--- src/rtl/cell_lock_pkg.sv ---
package cell_lock_pkg;

    typedef enum logic {
        ST_HUNT = 1'b0,
        ST_LOCK = 1'b1
    } lock_state_e;

    // run-counter slot indices inside the generate array
    localparam int SLOT_GAIN = 0;
    localparam int SLOT_LOSE = 1;
    localparam int NUM_SLOTS = 2;

endpackage

--- src/rtl/lock_cfg_reg.sv ---
module lock_cfg_reg #(
    parameter int          THR_W   = 4,
    parameter logic [7:0]  RST_VAL = 8'h78
) (
    input  logic                 clk,
    input  logic                 rst_n,
    input  logic                 wr_en,
    input  logic [2*THR_W-1:0]   wr_data,
    output logic [2*THR_W-1:0]   rd_data,
    output logic [THR_W-1:0]     lose_limit,
    output logic [THR_W-1:0]     gain_limit
);
    localparam int CFG_W = 2 * THR_W;

    typedef struct packed {
        logic [CFG_W-1:0] val;
    } cfg_t;

    cfg_t cfg_d, cfg_q;
    logic [THR_W-1:0] lose_raw, gain_raw;

    always_comb begin
        cfg_d = cfg_q;
        if (wr_en) begin
            cfg_d.val = wr_data;
        end
    end

    always_ff @(posedge clk) begin
        if (!rst_n) begin
            cfg_q.val <= CFG_W'(RST_VAL);
        end else begin
            cfg_q <= cfg_d;
        end
    end

    assign lose_raw   = cfg_q.val[CFG_W-1:THR_W];
    assign gain_raw   = cfg_q.val[THR_W-1:0];
    // a zero field acts as a run of one
    assign lose_limit = (lose_raw == '0) ? THR_W'(1) : lose_raw;
    assign gain_limit = (gain_raw == '0) ? THR_W'(1) : gain_raw;
    assign rd_data    = cfg_q.val;

endmodule

--- src/rtl/run_counter.sv ---
module run_counter #(
    parameter int THR_W = 4
) (
    input  logic             clk,
    input  logic             rst_n,
    input  logic             active,
    input  logic             strobe,
    input  logic             match,
    input  logic [THR_W-1:0] limit,
    output logic             done
);
    typedef struct packed {
        logic [THR_W-1:0] cnt;
    } run_t;

    run_t run_d, run_q;
    logic [THR_W:0] next_len;

    assign next_len = {1'b0, run_q.cnt} + (THR_W+1)'(1);

    always_comb begin
        run_d = run_q;
        done  = 1'b0;
        if (!active) begin
            run_d.cnt = '0;
        end else if (strobe) begin
            if (match) begin
                if (next_len >= {1'b0, limit}) begin
                    done      = 1'b1;
                    run_d.cnt = '0;
                end else begin
                    run_d.cnt = next_len[THR_W-1:0];
                end
            end else begin
                run_d.cnt = '0;
            end
        end
    end

    always_ff @(posedge clk) begin
        if (!rst_n) begin
            run_q.cnt <= '0;
        end else begin
            run_q <= run_d;
        end
    end

endmodule

--- src/rtl/lock_fsm.sv ---
module lock_fsm
    import cell_lock_pkg::*;
(
    input  logic clk,
    input  logic rst_n,
    input  logic gain_done,
    input  logic lose_done,
    output logic in_lock,
    output logic in_hunt
);
    typedef struct packed {
        lock_state_e st;
    } fsm_t;

    fsm_t fsm_d, fsm_q;

    always_comb begin
        fsm_d = fsm_q;
        unique case (fsm_q.st)
            ST_HUNT: if (gain_done) fsm_d.st = ST_LOCK;
            ST_LOCK: if (lose_done) fsm_d.st = ST_HUNT;
            default: fsm_d.st = ST_HUNT;
        endcase
    end

    always_ff @(posedge clk) begin
        if (!rst_n) begin
            fsm_q.st <= ST_HUNT;
        end else begin
            fsm_q <= fsm_d;
        end
    end

    assign in_lock = (fsm_q.st == ST_LOCK);
    assign in_hunt = (fsm_q.st == ST_HUNT);

endmodule

--- src/rtl/cell_lock_tracker.sv ---
module cell_lock_tracker
    import cell_lock_pkg::*;
#(
    parameter int         THR_W   = 4,
    parameter logic [7:0] RST_VAL = 8'h78
) (
    input  logic               clk,
    input  logic               rst_n,
    input  logic               cfg_wr_en,
    input  logic [2*THR_W-1:0] cfg_wr_data,
    output logic [2*THR_W-1:0] cfg_rd_data,
    input  logic               cell_valid,
    input  logic               hdr_ok,
    output logic               locked
);
    logic [THR_W-1:0] lose_limit, gain_limit;
    logic             in_lock, in_hunt;
    logic [NUM_SLOTS-1:0] slot_active, slot_match, slot_done;
    logic [THR_W-1:0]     slot_limit [NUM_SLOTS];

    lock_cfg_reg #(
        .THR_W   (THR_W),
        .RST_VAL (RST_VAL)
    ) u_cfg (
        .clk        (clk),
        .rst_n      (rst_n),
        .wr_en      (cfg_wr_en),
        .wr_data    (cfg_wr_data),
        .rd_data    (cfg_rd_data),
        .lose_limit (lose_limit),
        .gain_limit (gain_limit)
    );

    // one run counter per direction: good checks while hunting, bad while locked
    for (genvar g = 0; g < NUM_SLOTS; g++) begin : g_run
        if (g == SLOT_GAIN) begin : g_gain
            assign slot_active[g] = in_hunt;
            assign slot_match[g]  = hdr_ok;
            assign slot_limit[g]  = gain_limit;
        end else begin : g_lose
            assign slot_active[g] = in_lock;
            assign slot_match[g]  = ~hdr_ok;
            assign slot_limit[g]  = lose_limit;
        end

        run_counter #(
            .THR_W (THR_W)
        ) u_run (
            .clk    (clk),
            .rst_n  (rst_n),
            .active (slot_active[g]),
            .strobe (cell_valid),
            .match  (slot_match[g]),
            .limit  (slot_limit[g]),
            .done   (slot_done[g])
        );
    end

    lock_fsm u_fsm (
        .clk       (clk),
        .rst_n     (rst_n),
        .gain_done (slot_done[SLOT_GAIN]),
        .lose_done (slot_done[SLOT_LOSE]),
        .in_lock   (in_lock),
        .in_hunt   (in_hunt)
    );

    assign locked = in_lock;

endmodule

--- config.mk ---
export PLATFORM = sky130hd
export DESIGN_NAME = cell_lock_tracker
export DESIGN_NICKNAME = d
export VERILOG_FILES = /design/src/rtl/cell_lock_pkg.sv /design/src/rtl/lock_cfg_reg.sv /design/src/rtl/run_counter.sv /design/src/rtl/lock_fsm.sv /design/src/rtl/cell_lock_tracker.sv
export SDC_FILE = /design/constraint.sdc
export NUM_CORES = 1
export LEC_CHECK = 0
export BUFFER_PORTS_ARGS = -buffer_cell sky130_fd_sc_hd__clkbuf_2
export CORE_MARGIN = 4
export CORE_UTILIZATION = 35
export DETAILED_ROUTE_END_ITERATION = 12
export PLACE_DENSITY_LB_ADDON = 0.1
export SLEW_MARGIN = 20
export SYNTH_ARGS = -nofsm -noshare
export SYNTH_HDL_FRONTEND = slang
export SYNTH_SLANG_ARGS = --single-unit
--- constraint.sdc ---
create_clock -name clk -period 2 [get_ports clk]
set_input_delay 0.2 -clock clk [delete_from_list [all_inputs] [get_ports clk]]
set_output_delay 0.2 -clock clk [all_outputs]
set_load 0.01 [all_outputs]
==> metrics.txt, run 1 <==
# TYPE chip_impl_metric gauge
chip_impl_metric{name="groute.layer.met2.usage",unit=""} 0.229
chip_impl_metric{name="tritoncts.num_buffers",unit=""} 3
chip_impl_metric{name="power.leakage",unit="nW"} 0.584
chip_impl_metric{name="final_net_count",unit=""} 152
chip_impl_metric{name="fin_util",unit=""} 0.461
chip_impl_metric{name="final_antenna_net_count",unit=""} 0
chip_impl_metric{name="portBuffers",unit=""} 21
chip_impl_metric{name="start_util",unit=""} 0.383
chip_impl_metric{name="syn_inst",unit=""} 101
chip_impl_metric{name="slew_headroom",unit=""} 0.661
chip_impl_metric{name="io-pin-count",unit=""} 22
chip_impl_info{name="critical_path_source_type",value="flip-flop"} 1
chip_impl_metric{name="grt.met1_usage",unit=""} 0.134
chip_impl_metric{name="final_critical_delay_including_setup_and_external_delays",unit="ns"} 1.89
chip_impl_metric{name="p_comb_frac",unit=""} 0.169
chip_impl_metric{name="timing.final.max_slew_violations",unit=""} 0
chip_impl_metric{name="die_w",unit="um"} 61.0
chip_impl_metric{name="worst-r2r-setup-slack",unit="ns"} 0.11
chip_impl_info{name="busiest_layer",value="met2"} 1
chip_impl_metric{name="grtUsageMet3",unit=""} 0.0383
chip_impl_metric{name="warnings_from_yosys",unit=""} 0
chip_impl_metric{name="post_route_clock_skew",unit="ns"} 0.00891
chip_impl_metric{name="avgSynthCellArea",unit="um^2"} 9.72
chip_impl_metric{name="core-area",unit="um^2"} 2570
chip_impl_metric{name="grt_util_all_layers",unit=""} 0.123
chip_impl_metric{name="critPathArrivalTime",unit="ns"} 2.13
chip_impl_metric{name="drv_cap",unit=""} 0
chip_impl_metric{name="share_clk_of_total_power",unit=""} 0.277
chip_impl_metric{name="clk_pin_slew",unit="ns"} 0.10
chip_impl_metric{name="clk-insertion-delay-late",unit="ns"} 0.29
chip_impl_metric{name="first_global_vias",unit=""} 854
chip_impl_metric{name="fp-row-count",unit=""} 18
chip_impl_metric{name="die_area",unit="um^2"} 3720
chip_impl_metric{name="globalRoute.totalOverflow",unit=""} 0
chip_impl_metric{name="tightestPinTransition",unit="ns"} 0.508
chip_impl_metric{name="antenna_cells_inserted",unit=""} 0
chip_impl_metric{name="first_pass_iters",unit=""} 4
chip_impl_metric{name="setup_total_negative_slack",unit="ns"} 0
chip_impl_metric{name="irDropWorstVdd",unit="uV"} 402
chip_impl_metric{name="route.detailed.vias_per_inst",unit=""} 5.15
chip_impl_info{name="critPathLaunch",value="g_run[1].u_run.run_q[0]"} 1
chip_impl_metric{name="final_cell_count_no_fill",unit=""} 158
chip_impl_metric{name="achievable-frequency",unit="GHz"} 0.528
chip_impl_metric{name="power.net_switching",unit="uW"} 174
chip_impl_info{name="r2r_end",value="g_run[1].u_run.run_q[0]"} 1
chip_impl_info{name="clockRootBuffer",value="clkbuf_4"} 1
chip_impl_info{name="rsz0062_at_grt",value="no"} 1
chip_impl_info{name="cts_tree",value="yes"} 1
chip_impl_metric{name="seq_area_frac_synth",unit=""} 0.346
chip_impl_metric{name="synthToLayoutAreaGrowth",unit="%"} 20.4
chip_impl_metric{name="synth.net_count",unit=""} 124
chip_impl_metric{name="setup_violations",unit=""} 0
chip_impl_metric{name="layout_cell_share_with_drive_strength_beyond_1",unit=""} 0.305
chip_impl_metric{name="number_of_antenna_violations_at_the_first_check_in_global_routing",unit=""} 0
chip_impl_metric{name="routabilityCongestion",unit=""} 0.891
chip_impl_metric{name="timing.critical_path.required",unit="ns"} 2.24
chip_impl_info{name="end_kind",value="flip-flop"} 1
chip_impl_metric{name="vias",unit=""} 813
chip_impl_metric{name="fill_cells",unit=""} 276
chip_impl_info{name="run_status",value="completed"} 1
chip_impl_metric{name="final_period_util",unit=""} 0.946
chip_impl_metric{name="grt_first_pass_wirelength",unit="mm"} 3.42
chip_impl_metric{name="post-place-cells",unit=""} 153
chip_impl_metric{name="power.share.switching",unit=""} 0.264
chip_impl_metric{name="detail_route.iter0.violations",unit=""} 21
chip_impl_metric{name="die_y",unit="um"} 61.0
chip_impl_metric{name="cts.sink_count",unit=""} 17
chip_impl_metric{name="hold_viol_final",unit=""} 0
chip_impl_metric{name="cts.path.max_buffers",unit=""} 2
chip_impl_metric{name="drc",unit=""} 0
chip_impl_info{name="rr_startpoint",value="g_run[1].u_run.run_q[0]"} 1
chip_impl_metric{name="holdWs",unit="ns"} 0.126
chip_impl_metric{name="synth_cell_types",unit=""} 32
chip_impl_metric{name="wl_per_cell",unit="um"} 12.4
chip_impl_metric{name="post-dp-hpwl",unit="mm"} 1.62
chip_impl_metric{name="reg2reg_depth",unit=""} 8
chip_impl_metric{name="finalWirelength",unit="mm"} 1.96
chip_impl_metric{name="cellPowerDensity",unit="nW/um^2"} 557
chip_impl_info{name="hold_path_class",value="in -> reg"} 1
chip_impl_metric{name="cp_max_fo",unit=""} 3
chip_impl_metric{name="ys_seq_elements",unit=""} 17
chip_impl_metric{name="post_cts_hold_buffer_count",unit=""} 0
chip_impl_metric{name="synthesized_area",unit="um^2"} 982
chip_impl_info{name="crit_path_end",value="g_run[1].u_run.run_q[0]"} 1
chip_impl_info{name="criticalPathCategory",value="reg -> reg"} 1
chip_impl_metric{name="htree_levels",unit=""} 1
chip_impl_metric{name="sequentialPowerShare",unit=""} 0.554
chip_impl_metric{name="internal_power",unit="uW"} 485
chip_impl_metric{name="pin_count_of_the_biggest_net_entering_global_routing",unit=""} 14
cells in the final DEF, fill, tap and decap left out, types with 2 or more instances in the layout:
cell and n:
o211ai_1 5, a21oi_1 3, nor3b_1 3, ha_1 9, mux2i_1 5, nand3_1 6
clkbuf_2 21, inv_1 5, dfxtp_1 17, nor2_1 2, nand2_1 10, and3_4 2
clkbuf_4 3, buf_4 4, nand2b_1 4, a31o_1 2, nor2b_1 5, a22o_1 4
synth_stat cells:
cell,number,area share
dfxtp_1,17,0.35
ha_1,10,0.13
nand2_1,10,0.038
nand3_1,6,0.031
inv_1,5,0.019
mux2i_1,5,0.051
nor2b_1,5,0.032
o211ai_1,5,0.038
a22o_1,4,0.036
nand2b_1,4,0.025
a21oi_1,3,0.015
nor3b_1,3,0.023
a31o_1,2,0.018
and3_4,2,0.023
nor2_1,2,0.0076
xnor2_1,2,0.018
a211oi_4,1,0.020
a21o_1,1,0.0076
a21o_2,1,0.0089
a32oi_1,1,0.0089
and4b_1,1,0.010
buf_2,1,0.0051
clkbuf_1,1,0.0038
inv_2,1,0.0038
mux2_4,1,0.015
nand3_2,1,0.010
nand4b_1,1,0.0089
nor2b_4,1,0.014
o2111ai_1,1,0.0089
o21ai_1,1,0.0051
or2b_4,1,0.011
xor2_1,1,0.0089
per-layer routing:
layer | wire length (um) | up-vias
met2 | 1010 | 9
met4 | 11 | 0
met1 | 879 | 384
met5 | 0 | -
li1 | - | 418
met3 | 64 | 2
state kept, by name, summed over array words and instances (netlist names):
signal and count:
u_fsm.in_lock 1, g_run.u_run.run_q 8, u_cfg.rd_data 8
power by group through the flow:
| stage | Sequential [mW] | Clock [mW] | Combinational [mW] |
|---|---|---|---|
| 3_3_place_gp | 0.373 | 0 | 0.109 |
| 2_1_floorplan | 0.379 | 0 | 0.0619 |
| 6_report | 0.365 | 0.182 | 0.111 |
| 4_1_cts | 0.366 | 0.196 | 0.111 |
| 5_1_grt | 0.368 | 0.214 | 0.127 |
| 3_5_place_dp | 0.373 | 0 | 0.111 |
final cells by class:
type / count / area (um^2) / share of cell area
multi-input cells: 76 / 621 / 0.525
flip-flops and latches: 17 / 340 / 0.288
repair buffers: 25 / 135 / 0.114
well taps: 30 / 37.5 / 0.0317
clock buffers: 4 / 26.3 / 0.0222
inverters: 6 / 22.5 / 0.0190
stage by stage:
step	setup WS (ns)	cell area (um^2)	total power, mW
after floorplan	0.152	982	0.441
after global placement	0.119	1140	0.482
after detailed placement	0.0652	1140	0.485
after CTS	0.0253	1160	0.673
after global routing	0.00803	1180	0.709
final	0.107	1180	0.659
worst min-delay path by stage:
stage | start | to | slack [ns] | cells after the start
2_1_floorplan | cfg_wr_data[4] | u_cfg.rd_data[4] | 0.33 | 2
3_3_place_gp | cfg_wr_data[4] | u_cfg.rd_data[4] | 0.42 | 3
3_5_place_dp | cfg_wr_data[5] | u_cfg.rd_data[5] | 0.42 | 3
4_1_cts | cfg_wr_data[3] | u_cfg.rd_data[3] | 0.11 | 3
5_1_grt | cfg_wr_data[4] | u_cfg.rd_data[4] | 0.14 | 3
6_report | cfg_wr_data[3] | u_cfg.rd_data[3] | 0.13 | 3
repair_timing:
action / CTS / global route
setup buffers: 0 / 1
endpoints found under the setup margin: 0 / 3
resized for setup: 0 / 2
cells by family (layout without fill, tap and decap cells):
group,Yosys count,in the layout,synth area share
AO/OA/AOI/OAI,20,20,0.167
adder cells (fa/ha/maj),10,10,0.127
buffers and inverters,8,35,0.0318
flip-flops,17,17,0.347
AND/OR/NAND/NOR,37,37,0.234
XOR/XNOR,3,3,0.0268
multiplexers,6,6,0.0662
worst max-delay path, stage by stage (launching register included):
cell and delay [ns]:
dfxtp_1 0.36, buf_4 0.13, nand3_1 0.10, xnor2_2 0.17, ha_1 0.31, and3_4 0.17, a211oi_4 0.24, and3_4 0.24
mux2_4 0.13
(Power assumes the default switching activity.)
==> run 2, diff against run 1 <==
--- a/config.mk
+++ b/config.mk
@@ -6,7 +6,7 @@
 export NUM_CORES = 1
 export LEC_CHECK = 0
 export BUFFER_PORTS_ARGS = -buffer_cell sky130_fd_sc_hd__clkbuf_2
-export CORE_MARGIN = 4
+export CORE_MARGIN = 2
 export CORE_UTILIZATION = 35
 export DETAILED_ROUTE_END_ITERATION = 12
 export PLACE_DENSITY_LB_ADDON = 0.1
==> run 2 against run 1 <==
  * Combinational power down 4%
  * Global-route usage rose by 1.0 points
  * Sequential cell count stayed put
  * Clock power up 4%
  * Critical path type unchanged
  * Largest cell class unchanged
  * Highest routed layer unchanged
  * Critical endpoint unchanged
==> metrics.txt, run 2 (synthesized netlist as in run 1, its figures left out) <==
# TYPE chip_impl_metric gauge
chip_impl_metric{name="cts.path.max_buffers",unit=""} 2
chip_impl_metric{name="timing.final.max_slew_violations",unit=""} 0
chip_impl_metric{name="layout_cell_share_with_drive_strength_beyond_1",unit=""} 0.323
chip_impl_metric{name="post-place-cells",unit=""} 153
chip_impl_metric{name="drc",unit=""} 0
chip_impl_metric{name="die_y",unit="um"} 57.0
chip_impl_metric{name="hold_viol_final",unit=""} 0
chip_impl_metric{name="post-dp-hpwl",unit="mm"} 1.54
chip_impl_metric{name="tightestPinTransition",unit="ns"} 0.517
chip_impl_metric{name="number_of_antenna_violations_at_the_first_check_in_global_routing",unit=""} 0
chip_impl_metric{name="critPathArrivalTime",unit="ns"} 2.12
chip_impl_info{name="end_kind",value="flip-flop"} 1
chip_impl_info{name="clockRootBuffer",value="clkbuf_4"} 1
chip_impl_metric{name="first_global_vias",unit=""} 761
chip_impl_metric{name="setup_ws",unit="ns"} 0.112
chip_impl_metric{name="holdWs",unit="ns"} 0.117
chip_impl_metric{name="core-area",unit="um^2"} 2710
chip_impl_metric{name="slew_headroom",unit=""} 0.654
chip_impl_metric{name="power.leakage",unit="nW"} 0.582
chip_impl_metric{name="die_area",unit="um^2"} 3250
chip_impl_metric{name="drv_cap",unit=""} 0
chip_impl_metric{name="io-pin-count",unit=""} 22
chip_impl_info{name="hold_path_class",value="in -> reg"} 1
chip_impl_info{name="worstPathCellList",value="buf_4, nand3_1, xnor2_2, ha_1, and3_4, a211oi_4, and3_4, mux2_4"} 1
chip_impl_metric{name="grt_util_all_layers",unit=""} 0.133
chip_impl_info{name="hp-start",value="cfg_wr_data[3]"} 1
chip_impl_metric{name="antenna_cells_inserted",unit=""} 0
chip_impl_metric{name="route.detailed.vias_per_inst",unit=""} 4.89
chip_impl_metric{name="reg2reg_depth",unit=""} 8
chip_impl_metric{name="final_period_util",unit=""} 0.944
chip_impl_info{name="run_status",value="completed"} 1
chip_impl_info{name="critical_path_source_type",value="flip-flop"} 1
chip_impl_metric{name="post_route_clock_skew",unit="ns"} 0.00947
chip_impl_metric{name="portBuffers",unit=""} 21
chip_impl_metric{name="start_util",unit=""} 0.362
chip_impl_metric{name="irDropWorstVdd",unit="uV"} 276
chip_impl_metric{name="place_worst_setup_slack",unit="ns"} 0.0894
chip_impl_info{name="worstHoldEndpoint",value="u_cfg.rd_data[3]"} 1
chip_impl_metric{name="post_dp_cell_area",unit="um^2"} 1130
chip_impl_info{name="r2r_end",value="g_run[1].u_run.run_q[0]"} 1
chip_impl_metric{name="worst-r2r-setup-slack",unit="ns"} 0.11
chip_impl_metric{name="hold_depth",unit=""} 3
chip_impl_metric{name="grt_first_pass_wirelength",unit="mm"} 3.44
chip_impl_metric{name="die_w",unit="um"} 57.0
chip_impl_info{name="leading_cell_type_in_the_layout_fill_and_taps_excluded",value="clkbuf_2"} 1
chip_impl_metric{name="first_pass_iters",unit=""} 4
chip_impl_metric{name="pin_count_of_the_biggest_net_entering_global_routing",unit=""} 14
chip_impl_metric{name="footprint_of_the_flip_flops_and_latches",unit="um^2"} 343
chip_impl_metric{name="synthToLayoutAreaGrowth",unit="%"} 20.1
chip_impl_metric{name="finalWirelength",unit="mm"} 1.92
chip_impl_metric{name="fp-row-count",unit=""} 19
chip_impl_metric{name="detail_route.iter0.violations",unit=""} 12
chip_impl_metric{name="final_critical_delay_including_setup_and_external_delays",unit="ns"} 1.89
chip_impl_metric{name="cellPowerDensity",unit="nW/um^2"} 562
chip_impl_info{name="crit_top_cell",value="and3_4"} 1
chip_impl_metric{name="final_antenna_net_count",unit=""} 0
chip_impl_metric{name="vias",unit=""} 773
chip_impl_info{name="most-common-layout-cells",value="clkbuf_2, dfxtp_1, nand2_1"} 1
chip_impl_metric{name="critPathMaxStageDelay",unit="ns"} 0.35
chip_impl_metric{name="final_cell_count_no_fill",unit=""} 158
chip_impl_info{name="rr_startpoint",value="g_run[1].u_run.run_q[0]"} 1
chip_impl_metric{name="area_of_the_multi_input_gates",unit="um^2"} 621
chip_impl_metric{name="timing.critical_path.required",unit="ns"} 2.23
chip_impl_info{name="timing.critical_path.slowest_stage_cell",value="dfxtp_2"} 1
chip_impl_metric{name="htree_levels",unit=""} 1
chip_impl_info{name="cts_tree",value="yes"} 1
chip_impl_info{name="criticalPathCategory",value="reg -> reg"} 1
chip_impl_metric{name="finish.instance_area",unit="um^2"} 1180
chip_impl_metric{name="tritoncts.num_buffers",unit=""} 3
chip_impl_metric{name="total_power",unit="uW"} 663
chip_impl_metric{name="globalRoute.totalOverflow",unit=""} 0
chip_impl_metric{name="fill_cells",unit=""} 290
chip_impl_metric{name="cts.sink_count",unit=""} 17
chip_impl_metric{name="final_net_count",unit=""} 151
chip_impl_metric{name="wl_per_cell",unit="um"} 12.1
chip_impl_metric{name="clk_pin_slew",unit="ns"} 0.11
chip_impl_metric{name="routabilityCongestion",unit=""} 0.747
chip_impl_metric{name="setup_violations",unit=""} 0
chip_impl_metric{name="clk-insertion-delay-late",unit="ns"} 0.29
chip_impl_metric{name="achievable-frequency",unit="GHz"} 0.530
chip_impl_metric{name="cp_max_fo",unit=""} 4
==> run 2: cell types whose count changed in the layout (fill, tap and decap cells not counted) <==
cell      change
buf_4         -1
clkbuf_1      -1
clkinv_2      +1
dfxtp_1       -2
dfxtp_2       +2
==> run 2: repair_timing <==
| action | 4_1_cts | 5_1_grt |
|---|---|---|
| resized for setup | 0 | 4 |
| setup endpoints to repair | 0 | 5 |
| hold buffers | 0 | 0 |
| setup buffers | 0 | 1 |
==> run 2: worst max-delay path by stage <==
| stage | startpoint | to | cells past startpoint |
|---|---|---|---|
| 3_5_place_dp | g_run[1].u_run.run_q[1] | g_run[1].u_run.run_q[0] | 7 |
| 2_1_floorplan | g_run[1].u_run.run_q[0] | g_run[1].u_run.run_q[0] | 7 |
| 4_1_cts | g_run[1].u_run.run_q[1] | g_run[1].u_run.run_q[0] | 7 |
| 5_1_grt | g_run[1].u_run.run_q[0] | g_run[1].u_run.run_q[0] | 8 |
| 3_3_place_gp | g_run[1].u_run.run_q[1] | g_run[1].u_run.run_q[0] | 7 |
| 6_report | g_run[1].u_run.run_q[0] | g_run[1].u_run.run_q[0] | 8 |
==> run 2: final cells by class <==
| type | count | area share |
|---|---|---|
| Multi-Input combinational cell | 76 | 0.526 |
| Sequential cell | 17 | 0.291 |
| Timing Repair Buffer | 24 | 0.108 |
| Tap cell | 31 | 0.0329 |
| Clock buffer | 3 | 0.0191 |
| Inverter | 6 | 0.0191 |
| Clock inverter | 1 | 0.00424 |
==> run 2: per-layer routing <==
metal | vias to the layer above | wire [um] | GRT usage
met1 | 337 | 997 | 0.183
met3 | 2 | 100 | 0.0272
met2 | 18 | 801 | 0.200
met4 | 0 | 16 | 0.0598
met5 | - | 0 | 0
li1 | 416 | - | -
==> run 2: critical path, delay by kind of cell, from the launching register on <==
family	cells	cell delay, ns
DFF	1	0.35
adders and majority gates	1	0.31
AOI/OAI and AO/OA	1	0.26
buffers and inverters	1	0.12
xor gates and xnor gates	1	0.16
muxes	1	0.13
and+or+nand+nor	3	0.51
==> run 2: where the power goes <==
| part | switching, mW | internal, mW | leakage [nW] | total (mW) |
|---|---|---|---|---|
| Clock | 0.114 | 0.0743 | 0.0177 | 0.189 |
| Sequential | 0.0130 | 0.354 | 0.140 | 0.367 |
| Combinational | 0.0554 | 0.0518 | 0.424 | 0.107 |
==> run 2: metrics by stage <==
stage                     utilization   TNS, ns
after floorplan                     -         0
final                           0.435         0
after CTS                       0.428         0
after global routing            0.435  -0.00156
after detailed placement        0.418         0
after global placement          0.418         0
